File: src/rtl/tmr_csr_pkg.sv
package tmr_csr_pkg;
  localparam int CSR_W = 32;
  localparam int N_SRC = 3;

  // interrupt source index
  localparam int SRC_DEC = 0;
  localparam int SRC_FIT = 1;
  localparam int SRC_WDG = 2;

  // control word positions (decoded by neighbouring counters)
  localparam int CTL_WDG_PER_LO = 30;
  localparam int CTL_WDG_RST_LO = 28;
  localparam int CTL_WDG_IE     = 27;
  localparam int CTL_DEC_IE     = 26;
  localparam int CTL_FIT_PER_LO = 24;
  localparam int CTL_FIT_IE     = 23;
  localparam int CTL_AUTO_RLD   = 22;
  localparam int CTL_WDG_EXT_LO = 17;
  localparam int CTL_FIT_EXT_LO = 13;
  localparam int EXT_W          = 4;
  localparam int PER_W          = 2;

  // status word positions
  localparam int STS_ENW    = 31;
  localparam int STS_WIS    = 30;
  localparam int STS_WRS_LO = 28;
  localparam int STS_DIS    = 27;
  localparam int STS_FIS    = 26;

  localparam logic [CSR_W-1:0] CTL_BASE_MASK = 32'hFFC0_0000;
  localparam logic [CSR_W-1:0] CTL_EXT_MASK  = 32'h001F_E000;
  localparam logic [CSR_W-1:0] STS_IMPL_MASK = 32'hFC00_0000;
  localparam logic [CSR_W-1:0] STS_WDG_MASK  = 32'hF000_0000;

  function automatic logic [CSR_W-1:0] ctl_wmask(input bit has_ext);
    return has_ext ? (CTL_BASE_MASK | CTL_EXT_MASK) : CTL_BASE_MASK;
  endfunction
endpackage

File: src/rtl/tmr_ctl_reg.sv
module tmr_ctl_reg
  import tmr_csr_pkg::*;
#(
  parameter bit HAS_EXT = 1'b1
) (
  input  logic             clk_i,
  input  logic             rst_ni,
  input  logic             we_i,
  input  logic [CSR_W-1:0] wdata_i,
  output logic [CSR_W-1:0] q_o,
  output logic [EXT_W+PER_W-1:0] wdg_period_o,
  output logic [EXT_W+PER_W-1:0] fit_period_o,
  output logic [1:0]       wdg_rst_ctl_o,
  output logic             auto_reload_o
);
  localparam logic [CSR_W-1:0] WMASK = ctl_wmask(HAS_EXT);

  logic [CSR_W-1:0] q;

  always_ff @(posedge clk_i or negedge rst_ni) begin
    if (!rst_ni)   q <= '0;
    else if (we_i) q <= wdata_i & WMASK;
  end

  assign q_o           = q;
  assign wdg_rst_ctl_o = q[CTL_WDG_RST_LO +: 2];
  assign auto_reload_o = q[CTL_AUTO_RLD];

  generate
    if (HAS_EXT) begin : g_ext
      assign wdg_period_o = {q[CTL_WDG_EXT_LO +: EXT_W], q[CTL_WDG_PER_LO +: PER_W]};
      assign fit_period_o = {q[CTL_FIT_EXT_LO +: EXT_W], q[CTL_FIT_PER_LO +: PER_W]};
    end else begin : g_noext
      assign wdg_period_o = {{EXT_W{1'b0}}, q[CTL_WDG_PER_LO +: PER_W]};
      assign fit_period_o = {{EXT_W{1'b0}}, q[CTL_FIT_PER_LO +: PER_W]};
    end
  endgenerate
endmodule

File: src/rtl/tmr_sts_reg.sv
module tmr_sts_reg
  import tmr_csr_pkg::*;
(
  input  logic             clk_i,
  input  logic             rst_ni,
  input  logic             we_i,
  input  logic [CSR_W-1:0] wdata_i,
  input  logic             resume_i,
  input  logic [CSR_W-1:0] set_i,
  output logic [CSR_W-1:0] q_o
);
  logic [CSR_W-1:0] q, clr, nxt;

  always_comb begin
    clr = '0;
    if (we_i)     clr = clr | wdata_i;
    if (resume_i) clr = clr | STS_WDG_MASK;
    // set after clear: a same-cycle event is never lost
    nxt = ((q & ~clr) | set_i) & STS_IMPL_MASK;
  end

  always_ff @(posedge clk_i or negedge rst_ni) begin
    if (!rst_ni) q <= '0;
    else         q <= nxt;
  end

  assign q_o = q;
endmodule

File: src/rtl/tmr_irq_gate.sv
module tmr_irq_gate #(
  parameter int N = 3
) (
  input  logic         clk_i,
  input  logic         rst_ni,
  input  logic [N-1:0] sts_i,
  input  logic [N-1:0] en_i,
  output logic [N-1:0] irq_o
);
  for (genvar i = 0; i < N; i++) begin : g_src
    always_ff @(posedge clk_i or negedge rst_ni) begin
      if (!rst_ni) irq_o[i] <= 1'b0;
      else         irq_o[i] <= sts_i[i] & en_i[i];
    end
  end
endmodule

File: src/rtl/tmr_csr.sv
module tmr_csr
  import tmr_csr_pkg::*;
#(
  parameter bit HAS_EXT = 1'b1
) (
  input  logic        clk_i,
  input  logic        rst_ni,
  input  logic        ctl_we_i,
  input  logic [31:0] ctl_wdata_i,
  output logic [31:0] ctl_rdata_o,
  input  logic        sts_we_i,
  input  logic [31:0] sts_wdata_i,
  output logic [31:0] sts_rdata_o,
  input  logic        dec_evt_i,
  input  logic        fit_evt_i,
  input  logic        wdg_evt_i,
  input  logic        wdg_enw_set_i,
  input  logic [1:0]  wdg_rst_set_i,
  input  logic        resume_i,
  output logic [5:0]  wdg_period_o,
  output logic [5:0]  fit_period_o,
  output logic [1:0]  wdg_rst_ctl_o,
  output logic        auto_reload_o,
  output logic        dec_irq_o,
  output logic        fit_irq_o,
  output logic        wdg_irq_o
);
  logic [CSR_W-1:0] ctl_q, sts_q, sts_set;
  logic [N_SRC-1:0] src_sts, src_en, src_irq;

  tmr_ctl_reg #(.HAS_EXT(HAS_EXT)) u_ctl (
    .clk_i         (clk_i),
    .rst_ni        (rst_ni),
    .we_i          (ctl_we_i),
    .wdata_i       (ctl_wdata_i),
    .q_o           (ctl_q),
    .wdg_period_o  (wdg_period_o),
    .fit_period_o  (fit_period_o),
    .wdg_rst_ctl_o (wdg_rst_ctl_o),
    .auto_reload_o (auto_reload_o)
  );

  always_comb begin
    sts_set                       = '0;
    sts_set[STS_ENW]              = wdg_enw_set_i;
    sts_set[STS_WIS]              = wdg_evt_i;
    sts_set[STS_WRS_LO +: 2]      = wdg_rst_set_i;
    sts_set[STS_DIS]              = dec_evt_i;
    sts_set[STS_FIS]              = fit_evt_i;
  end

  tmr_sts_reg u_sts (
    .clk_i    (clk_i),
    .rst_ni   (rst_ni),
    .we_i     (sts_we_i),
    .wdata_i  (sts_wdata_i),
    .resume_i (resume_i),
    .set_i    (sts_set),
    .q_o      (sts_q)
  );

  always_comb begin
    src_sts[SRC_DEC] = sts_q[STS_DIS];
    src_sts[SRC_FIT] = sts_q[STS_FIS];
    src_sts[SRC_WDG] = sts_q[STS_WIS];
    src_en[SRC_DEC]  = ctl_q[CTL_DEC_IE];
    src_en[SRC_FIT]  = ctl_q[CTL_FIT_IE];
    src_en[SRC_WDG]  = ctl_q[CTL_WDG_IE];
  end

  tmr_irq_gate #(.N(N_SRC)) u_irq (
    .clk_i  (clk_i),
    .rst_ni (rst_ni),
    .sts_i  (src_sts),
    .en_i   (src_en),
    .irq_o  (src_irq)
  );

  assign ctl_rdata_o = ctl_q;
  assign sts_rdata_o = sts_q;
  assign dec_irq_o   = src_irq[SRC_DEC];
  assign fit_irq_o   = src_irq[SRC_FIT];
  assign wdg_irq_o   = src_irq[SRC_WDG];
endmodule

File: config.mk
export PLATFORM = sky130hd
export DESIGN_NAME = tmr_csr
export DESIGN_NICKNAME = d
export VERILOG_FILES = /design/src/rtl/tmr_csr_pkg.sv /design/src/rtl/tmr_ctl_reg.sv /design/src/rtl/tmr_sts_reg.sv /design/src/rtl/tmr_irq_gate.sv /design/src/rtl/tmr_csr.sv
export SDC_FILE = /design/constraint.sdc
export NUM_CORES = 1
export LEC_CHECK = 0
export CORE_UTILIZATION = 25
export CTS_CLUSTER_DIAMETER = 100
export DETAILED_ROUTE_END_ITERATION = 7
export PLACE_DENSITY = 0.73
export SLEW_MARGIN = 0
export SYNTH_ARGS = -nofsm -noshare
export SYNTH_HDL_FRONTEND = slang
export SYNTH_HIERARCHICAL = 1
export SYNTH_SLANG_ARGS = --single-unit
File: constraint.sdc
create_clock -name clk_i -period 1.35 [get_ports clk_i]
set_input_delay 0.27 -clock clk_i [delete_from_list [all_inputs] [get_ports clk_i]]
set_output_delay 0.27 -clock clk_i [all_outputs]
set_load 0.05 [all_outputs]
==> impl_metrics.env <==
export IMPL_run_status="finished, final reports clean"
export IMPL_grt_pass1_vias=948
export IMPL_hold_buffers=0
export IMPL_core_um2=5570
export IMPL_io_pin_count=157
export IMPL_grt_max_degree=28
export IMPL_finalSetupViolCount=0
export IMPL_grt_pass1_wl_um=4970
export IMPL_start_util=0.262
export IMPL_drc=0
export IMPL_ant_nets=0
export IMPL_clock_skew_ns=0.00494
export IMPL_grt_total_usage=0.106
export IMPL_critPathMaxFanout=3
export IMPL_setup_ws_ns=0.161
export IMPL_vias=927
export IMPL_synth_warnings=6
export IMPL_clock_fmax_ghz=0.841
export IMPL_max_cap_violations=0
export IMPL_drive_gt1_frac=0.359
export IMPL_drt_total_wl_um=3200
export IMPL_critPathTopFamily="flip-flops"
export IMPL_critPathBufInv=1
export IMPL_dr_first_iter_drc_count=24
export IMPL_cts_tree="done"
export IMPL_arrival_ns=0.92
export IMPL_synthesis_area_um2=1460
export IMPL_critPathKind="reg2out"
export IMPL_slew_violations=0
export IMPL_htree_levels=1
export IMPL_clk_path_buf_depth=2
export IMPL_power_density_nw_per_um2=1150
export IMPL_cp_slowest_cell="dfrtp_1"
export IMPL_syn_inst=120
export IMPL_die_height_um=78.5
export IMPL_cts_setup_buffers=0
export IMPL_dp_hpwl_um=2610
export IMPL_clock_sinks=27
export IMPL_io_buffers=76
export IMPL_vias_per_cell=3.62
export IMPL_crit_path_max_incr_delay_ns=0.47
export IMPL_syn_area_per_cell_um2=12.2
export IMPL_final_nets=260
export IMPL_start_kind="flop"
export IMPL_cts_resized=0
export IMPL_placed_cell_area_um2=2480
export IMPL_ir_drop_mv=0.395
export IMPL_first_pass_iters=3
export IMPL_hold_slack_ns=0.349
export IMPL_avgRoutedWirePerCell_um=12.5
export IMPL_cp_data_required_time_ns=1.08
export IMPL_crit_path_cell_trace="buf_12"
export IMPL_syn2layout_area_growth_pct=72.6
export IMPL_cts_root_buf="clkbuf_8"
export IMPL_period_minus_slack_ns=1.19
export IMPL_hp_class="in2async"
export IMPL_die_w_um=78.5
export IMPL_fin_tns_setup_ns=0
export IMPL_leakage_uw=0.00117
export IMPL_cts_made_buffers=3
export IMPL_final_core_util=0.453
export IMPL_grt_antenna_before_repair=0
export IMPL_globalplace_congestion=0.653
export IMPL_n_antenna_cell=0
export IMPL_grt_setup_unrepaired="no"
export IMPL_cp_end_kind="primary output"
export IMPL_clk_pin_slew_ns=0.09
export IMPL_clkLatencyLatePin_ns=0.27
export IMPL_fin_crit_sh=0.881
export IMPL_hold_viol_final=0
export IMPL_die_area_um2=6160
export IMPL_grt_remaining_overflow=0
export IMPL_rows=27
export IMPL_design_area_um2=2520
export IMPL_dpl_worst_slack_ns=-0.125
-- cell usage in the layout (no fill, tap or decap) --
cell	n
mux2_4	10
clkbuf_8	3
dfrtp_1	27
nand2_1	6
buf_4	1
a21o_1	2
and2_1	3
conb_1	40
mux2_2	8
a31o_1	4
clkbuf_1	1
inv_1	1
clkdlybuf4s50_1	34
buf_12	44
-- metal layers --
| layer | vias up | routed length, µm | track usage |
|---|---|---|---|
| met2 | 62 | 1660 | 0.194 |
| met1 | 444 | 1290 | 0.119 |
| met5 | - | 0 | 0 |
| li1 | 419 | - | - |
| met4 | 0 | 19 | 0.0333 |
| met3 | 2 | 225 | 0.0279 |
-- where the power goes --
part	switching [µW]	total [µW]	leakage [µW]	internal, µW
clock network	248	459	0.0000228	211
logic	807	1440	0.000838	630
registers	122	1010	0.000312	884
-- area by class of cell --
cell class                      instances  area, µm²
Fill cell                             482       3050
Timing Repair Buffer                   79       1230
Sequential cell                        27        676
Multi-Input combinational cell         73        482
Tap cell                               72       90.1
Clock buffer                            4       45.0
Inverter                                1       3.75
-- through the flow --
step,instances,total power (µW)
4_1_cts,256,2960
6_report,256,2900
3_3_place_gp,252,2450
2_1_floorplan,158,1900
5_1_grt,256,3050
3_5_place_dp,252,2470
-- path summary, 6_finish.rpt --
| check | start | to | slack [ns] | cells after the start |
|---|---|---|---|---|
| min in group clk_i | dec_evt_i | u_sts/q_o[27]$_DFF_PN0_ | 0.56 | 2 |
| max | u_ctl/q_o[22]$_DFFE_PN0P_ | ctl_rdata_o[22] | 0.16 | 1 |
| min reg2reg | u_sts/q_o[26]$_DFF_PN0_ | u_sts/q_o[26]$_DFF_PN0_ | 0.59 | 1 |
| min | rst_ni | u_ctl/q_o[30]$_DFFE_PN0P_ | 0.35 | 2 |
| max reg2reg | u_ctl/q_o[19]$_DFFE_PN0P_ | u_ctl/q_o[19]$_DFFE_PN0P_ | 0.48 | 1 |
| max in group asynchronous | rst_ni | u_sts/q_o[26]$_DFF_PN0_ | 0.83 | 2 |
-- state kept, by name, indices dropped and copies added, names as in the netlist --
| register | flops |
|---|---|
| u_ctl/q_o | 18 |
| u_irq/irq_o | 3 |
| u_sts/q_o | 6 |
Note: power is estimated with default switching activity, not from simulation.
